**src/rtl/wl_rail_pkg.sv**
```systemverilog
package wl_rail_pkg;
  typedef enum logic [1:0] {
    RAIL_OFF    = 2'd0,
    RAIL_PRECHG = 2'd1,
    RAIL_SETTLE = 2'd2,
    RAIL_ON     = 2'd3
  } rail_state_t;
endpackage

```
**src/rtl/wl_req_decode.sv**
```systemverilog
module wl_req_decode #(
  parameter int NUM_GROUPS = 4,
  parameter int GRP_W      = 2
) (
  input  logic [GRP_W-1:0]      grp_sel,
  input  logic                  wake_req,
  input  logic                  sleep_req,
  output logic [NUM_GROUPS-1:0] wake_hit,
  output logic [NUM_GROUPS-1:0] sleep_hit
);
  for (genvar g = 0; g < NUM_GROUPS; g++) begin : g_dec
    logic sel;
    assign sel          = (grp_sel == GRP_W'(g));
    assign wake_hit[g]  = sel & wake_req;
    assign sleep_hit[g] = sel & sleep_req;
  end
endmodule

```
**src/rtl/wl_group_seq.sv**
```systemverilog
module wl_group_seq
  import wl_rail_pkg::*;
#(
  parameter int CNT_W = 8
) (
  input  logic             clk,
  input  logic             rst_n,
  input  logic             wake_hit,
  input  logic             sleep_hit,
  input  logic [CNT_W-1:0] pre_cycles,
  input  logic [CNT_W-1:0] settle_cycles,
  output logic             main_en,
  output logic             reg_en,
  output logic             ready
);
  rail_state_t      state;
  logic [CNT_W-1:0] cnt;
  logic [CNT_W-1:0] pre_lim;
  logic [CNT_W-1:0] set_lim;
  logic [CNT_W-1:0] pre_last;
  logic [CNT_W-1:0] set_last;

  // a zero delay is clamped to one cycle
  assign pre_last = (pre_lim == '0) ? '0 : pre_lim - 1'b1;
  assign set_last = (set_lim == '0) ? '0 : set_lim - 1'b1;

  always_ff @(posedge clk or negedge rst_n) begin
    if (!rst_n) begin
      state   <= RAIL_OFF;
      cnt     <= '0;
      pre_lim <= '0;
      set_lim <= '0;
    end else if (sleep_hit) begin
      state <= RAIL_OFF;
      cnt   <= '0;
    end else begin
      unique case (state)
        RAIL_OFF: if (wake_hit) begin
          state   <= RAIL_PRECHG;
          cnt     <= '0;
          pre_lim <= pre_cycles;
          set_lim <= settle_cycles;
        end
        RAIL_PRECHG: begin
          if (cnt == pre_last) begin
            state <= RAIL_SETTLE;
            cnt   <= '0;
          end else cnt <= cnt + 1'b1;
        end
        RAIL_SETTLE: begin
          if (cnt == set_last) begin
            state <= RAIL_ON;
            cnt   <= '0;
          end else cnt <= cnt + 1'b1;
        end
        RAIL_ON: state <= RAIL_ON;
        default: state <= RAIL_OFF;
      endcase
    end
  end

  assign main_en = (state == RAIL_PRECHG);
  assign reg_en  = (state == RAIL_SETTLE) || (state == RAIL_ON);
  assign ready   = (state == RAIL_ON);

  assert_switch_exclusive_R3: assert property (@(posedge clk) disable iff (!rst_n)
    !(main_en && reg_en));
  assert_ready_on_regulated_R4: assert property (@(posedge clk) disable iff (!rst_n)
    ready |-> (reg_en && !main_en));
  assert_sleep_opens_R5: assert property (@(posedge clk) disable iff (!rst_n)
    sleep_hit |=> (!main_en && !reg_en && !ready));
  assert_wake_precharge_R2: assert property (@(posedge clk) disable iff (!rst_n)
    (wake_hit && !sleep_hit && !main_en && !reg_en) |=> (main_en && !reg_en));
  assert_awake_hold_R7: assert property (@(posedge clk) disable iff (!rst_n)
    (ready && !sleep_hit) |=> ready);
  assert_main_only_from_off_R3: assert property (@(posedge clk) disable iff (!rst_n)
    $rose(main_en) |-> $past(!reg_en));
endmodule

```
**src/rtl/wl_rail_sequencer.sv**
```systemverilog
module wl_rail_sequencer #(
  parameter int NUM_GROUPS   = 4,
  parameter int ROWS_PER_GRP = 128,
  parameter int CNT_W        = 8,
  localparam int GRP_W       = (NUM_GROUPS > 1) ? $clog2(NUM_GROUPS) : 1
) (
  input  logic                  clk,
  input  logic                  rst_n,
  input  logic [GRP_W-1:0]      grp_sel,
  input  logic                  wake_req,
  input  logic                  sleep_req,
  input  logic [CNT_W-1:0]      pre_cycles,
  input  logic [CNT_W-1:0]      settle_cycles,
  output logic [NUM_GROUPS-1:0] main_sw_en,
  output logic [NUM_GROUPS-1:0] reg_sw_en,
  output logic [NUM_GROUPS-1:0] rail_ready
);
  localparam int TOTAL_ROWS = NUM_GROUPS * ROWS_PER_GRP;

  logic [NUM_GROUPS-1:0] wake_hit;
  logic [NUM_GROUPS-1:0] sleep_hit;

  initial assert (TOTAL_ROWS > 0 && CNT_W > 0) else $error("bad sizing");

  wl_req_decode #(.NUM_GROUPS(NUM_GROUPS), .GRP_W(GRP_W)) u_dec (
    .grp_sel   (grp_sel),
    .wake_req  (wake_req),
    .sleep_req (sleep_req),
    .wake_hit  (wake_hit),
    .sleep_hit (sleep_hit)
  );

  for (genvar g = 0; g < NUM_GROUPS; g++) begin : g_grp
    wl_group_seq #(.CNT_W(CNT_W)) u_seq (
      .clk           (clk),
      .rst_n         (rst_n),
      .wake_hit      (wake_hit[g]),
      .sleep_hit     (sleep_hit[g]),
      .pre_cycles    (pre_cycles),
      .settle_cycles (settle_cycles),
      .main_en       (main_sw_en[g]),
      .reg_en        (reg_sw_en[g]),
      .ready         (rail_ready[g])
    );
  end

  assert_groups_isolated_R8: assert property (@(posedge clk) disable iff (!rst_n)
    (!wake_req && !sleep_req) |=> ($countones(main_sw_en) <= $countones($past(main_sw_en | reg_sw_en))));
endmodule

```
**config.mk**
```make
export PLATFORM = sky130hd
export DESIGN_NAME = wl_rail_sequencer
export DESIGN_NICKNAME = d
export VERILOG_FILES = /design/src/rtl/wl_rail_pkg.sv /design/src/rtl/wl_req_decode.sv /design/src/rtl/wl_group_seq.sv /design/src/rtl/wl_rail_sequencer.sv
export SDC_FILE = /design/constraint.sdc
export NUM_CORES = 1
export LEC_CHECK = 0
export BUFFER_PORTS_ARGS = -buffer_cell sky130_fd_sc_hd__buf_2
export CAP_MARGIN = 20
export CORE_MARGIN = 3
export CORE_UTILIZATION = 45
export CTS_BUF_LIST = sky130_fd_sc_hd__clkbuf_8 sky130_fd_sc_hd__clkbuf_16
export DETAILED_ROUTE_END_ITERATION = 12
export SYNTH_ARGS = -nofsm -noshare
export SYNTH_HDL_FRONTEND = slang
export SYNTH_SLANG_ARGS = --single-unit
export TNS_END_PERCENT = 30
```
**constraint.sdc**
```tcl
create_clock -name clk -period 5 [get_ports clk]
set_input_delay 0.5 -clock clk [delete_from_list [all_inputs] [get_ports clk]]
set_output_delay 0.5 -clock clk [all_outputs]
set_load 0.01 [all_outputs]
```
==> summary.md <==
| Metric | Value |
|---|---|
| CP Class | flip-flop to flip-flop |
| Int Power | 0.00272 W |
| Core box area | 16800 um2 |
| Clock Sinks | 104 |
| Worst Setup Slack, final | 1810 ps |
| H-Tree Depth | 3 |
| Total gr overflow | 0 |
| Tcrit/Tclk final | 0.638 |
| Post-synth ARST share | 1.00 |
| Final hold violations | 0 |
| Slew margin rel. | 0.420 |
| Post-Syn Area | slightly below 8000 um2 |
| Setup TNS | 0 ps |
| Vias in the first global route | 6214 |
| Final Instance Area | 8280 um2 |
| Static Leak | 3.61 nW |
| Avg Inst Size Synth | 9.07 um2 |
| Largest net degree at the start of global routing | 83 |
| CTS hold repair buffers | 0 |
| Post-Syn Instances | between 800 and 900 |
| Port Buf Inserts | 33 |
| Die footprint | 18900 um2 |
| # fillers | approximately 1600 |
| Critical path fanouts, max | 12 |
| Clock root cell | clkbuf_16 |
| Slew @ Worst Pin | 868 ps |
| CTS clock-pin slew for the worst setup and hold paths | 80 ps |
| Starting Density | 0.465 |
| Initial drt markers | between 400 and 500 |
| Layout net count | 899 |
| Buf/Inv on CP | 1 |
| Met1 Wirelength | 8720 um |
| Seq/Total Area, Yosys | 0.334 |
| Die X | between 100 and 150 um |
| Top delay family on crit path | simple AND/OR/NAND/NOR gates |
| EDFF count, synth | 0 |
| First-pass GRT wire length | 31600 um |
| Global Route Usage Sum | 0.210 |
| Detailed Route WL | ~19000 um |
| CP Data Required Time | 5240 ps |
| Final GP Congestion | a little over 0.9 |
| Skew final | 7.09 ps |
| Chip Height | 138 um |
| Tmin final | 3190 ps |
| Switch share | 0.444 |
| Status | complete, no violations |
| Highest Clock Rate | 314 MHz |
| Share of layout cells above drive strength 1 | 0.171 |
| Part of the power in the clock network | 0.152 |
| CTS tree | done |
| Hpwl dp | about 14000 um |
| Hold WC Path Type | primary input to asynchronous set/reset pin |
| Worst Reg-to-Reg Cells | 10 |
| Synth warnings | 0 |
| Post-DP Area | 7950 um2 |
| Dpl ws | 1830 ps |
| Num CTS Buffers | 9 |
| Crit. End Element | flip-flop |
| Final setup fails | 0 |
| Clk buf depth | 2 |
| Initial antenna violation count | 0 |
| P&R area growth vs syn | 6.18% |
| Post-CTS setup buffer count | 0 |
| Crit-path cells | inv_1 -> ha_1 -> or3b_1 -> or4_4 -> and3_1 -> a211oi_1 -> nor4b_2 -> o22a_2 -> nor3_1 -> a211o_1 |
| Pre-antenna DRT Iters | 5 |
| Row cnt | 47 |
| # resized after CTS | 0 |
| Sequential power share | 0.304 |
| Reg2reg setup slack | 1810 ps |
| DR WL/cell | 18.0 um |
| Pwr dens | 591 nW/um2 |
| Yosys cell types | 75 |
| Register bit total from synthesis | 104 |
| Comb power frac | 0.544 |
| Reg2reg end | g_grp[1].u_seq.cnt[4]$_DFFE_PN0P_ |
| Register Area | 2600 um2 |
| Worst Path Arrival | about 3400 ps |
| Drt via density | 6.02 |
| WL met2 | between 8000 and 9000 um |
| Detail Route Antenna Nets | 0 |
| Vias | 6418 |
| Unrepaired setup endpoints after global routing | no |
| Worst setup SP type | flip-flop |
| Met3 wire len | approximately 1100 um |
| Psw | 0.00217 W |
| VDD IR max | 0.246 mV |
| Critical Path Max Stage Delay | 510 ps |
| Primary FF master, synth | dfrtp_1 |
| MaxCap Viol Count | 0 |
| Diode count | 0 |
| Post-Syn Nets | 918 |
| Clock latency on the worst-skew pair | around 360 ps |
| R2r startpoint | g_grp[1].u_seq.pre_lim[0]$_DFFE_PN0P_ |
| Io pins | 34 |
| Highest routed layer | met4 |
| Multi-input logic area | 4730 um2 |
| DRC errors left | 0 |
| Crit path max-delay cell type | or4_4 |
| Max-slew violation count | 0 |
## routing by layer
metal / vias to the layer above / global-route usage
met2: 169 / 0.345
li1: 3089 / -
met1: 3133 / 0.289
met4: 0 / 0.0698
met3: 27 / 0.0223
met5: - / 0
## logic make-up after synthesis
logic type | count (synthesis) | synth area share
buffers and inverters | 108 | 0.0590
adder cells (fa/ha/maj) | 36 | 0.0578
multiplexers | 85 | 0.120
XOR/XNOR | 51 | 0.0592
AND/OR/NAND/NOR | 290 | 0.202
AO/OA/AOI/OAI | 186 | 0.168
flip-flops | 104 | 0.334
## state kept, by name, indices dropped and copies added (netlist names)
register / flops
g_grp.u_seq.cnt: 32
g_grp.u_seq.state: 8
g_grp.u_seq.set_lim: 32
g_grp.u_seq.pre_lim: 32
## cells in the mapped netlist, types with 5 or more instances
| master | count | area [um2] |
|---|---|---|
| a211oi_1 | 11 | 82.6 |
| a21o_1 | 10 | 75.1 |
| a21oi_1 | 32 | 160 |
| a221oi_1 | 5 | 43.8 |
| and3_1 | 11 | 68.8 |
| buf_1 | 5 | 18.8 |
| buf_4 | 12 | 90.1 |
| clkbuf_1 | 45 | 169 |
| dfrtp_1 | 104 | 2600 |
| ha_1 | 36 | 450 |
| inv_1 | 43 | 161 |
| mux2_2 | 69 | 777 |
| mux2i_1 | 16 | 160 |
| nand2_1 | 63 | 236 |
| nand2b_1 | 12 | 75.1 |
| nand3_1 | 27 | 135 |
| nand4_1 | 7 | 43.8 |
| nor2_1 | 42 | 158 |
| nor2b_1 | 10 | 62.6 |
| nor3_1 | 35 | 175 |
| nor3b_1 | 8 | 60.1 |
| nor4_1 | 13 | 81.3 |
| o2111ai_1 | 5 | 43.8 |
| o211ai_1 | 6 | 45.0 |
| o21a_1 | 7 | 52.6 |
| o21ai_0 | 35 | 175 |
| o22ai_1 | 8 | 50.1 |
| o2bb2ai_1 | 6 | 52.6 |
| o311ai_0 | 7 | 61.3 |
| o31a_1 | 6 | 52.6 |
| o31ai_1 | 7 | 52.6 |
| or2_2 | 13 | 81.3 |
| or3_1 | 12 | 75.1 |
| or4_1 | 10 | 75.1 |
| xnor2_1 | 29 | 254 |
| xor2_1 | 21 | 184 |
## power groups by stage
stage	clock network [W]	registers, W	logic, W
2_1_floorplan	0	0.00134	0.00228
3_3_place_gp	0	0.00148	0.00255
3_5_place_dp	0	0.00150	0.00263
4_1_cts	0.000756	0.00148	0.00266
5_1_grt	0.000787	0.00155	0.00299
6_report	0.000743	0.00149	0.00266
## worst register-to-register path, stage by stage (launching register included)
cell,delay (ps)
dfrtp_1,410
inv_1,90
ha_1,260
or3b_1,490
or4_4,520
and3_1,180
a211oi_1,150
nor4b_2,300
o22a_2,330
nor3_1,80
a211o_1,270
## worst max-delay path by stage
stage	depth (start not counted)	start	slack, ps	endpoint
floorplan	12	g_grp[1].u_seq.set_lim[0]$_DFFE_PN0P_	2100	g_grp[1].u_seq.cnt[3]$_DFFE_PN0P_
CTS	10	g_grp[1].u_seq.pre_lim[0]$_DFFE_PN0P_	1820	g_grp[1].u_seq.cnt[4]$_DFFE_PN0P_
detailed placement	10	g_grp[1].u_seq.pre_lim[0]$_DFFE_PN0P_	1830	g_grp[1].u_seq.cnt[4]$_DFFE_PN0P_
finish	10	g_grp[1].u_seq.pre_lim[0]$_DFFE_PN0P_	1810	g_grp[1].u_seq.cnt[4]$_DFFE_PN0P_
global placement	10	g_grp[1].u_seq.set_lim[0]$_DFFE_PN0P_	1930	g_grp[1].u_seq.cnt[4]$_DFFE_PN0P_
global route	10	g_grp[1].u_seq.pre_lim[0]$_DFFE_PN0P_	1580	g_grp[1].u_seq.cnt[4]$_DFFE_PN0P_
## layout by cell type (no fill, tap or decap), types with 27 or more instances in the layout
master and count:
ha_1 36, xnor2_1 29, nor3_1 35, o21ai_0 35
nand3_1 27, nor2_1 42, nand2_1 63, dfrtp_1 104
buf_2 32, mux2_2 69, a21oi_1 32, inv_1 44
## stage by stage
| step | power (W) | hold slack, ps | instances | util |
|---|---|---|---|---|
| finish | 0.00490 | 16.1 | 1066 | 0.494 |
| global route | 0.00532 | 29.4 | 1066 | 0.494 |
| CTS | 0.00490 | 372 | 1065 | 0.492 |
| detailed placement | 0.00414 | 528 | 1049 | 0.474 |
| global placement | 0.00403 | 523 | 1049 | 0.474 |
| floorplan | 0.00362 | 204 | 860 | - |
## layout make-up
type,instances,area share
well taps,220,0.0332
multi-input cells,648,0.572
inverters,43,0.0195
clock inverters,7,0.00937
flip-flops and latches,104,0.314
clock buffers,9,0.0272
repair buffers,35,0.0245
(Power assumes the default switching activity.)
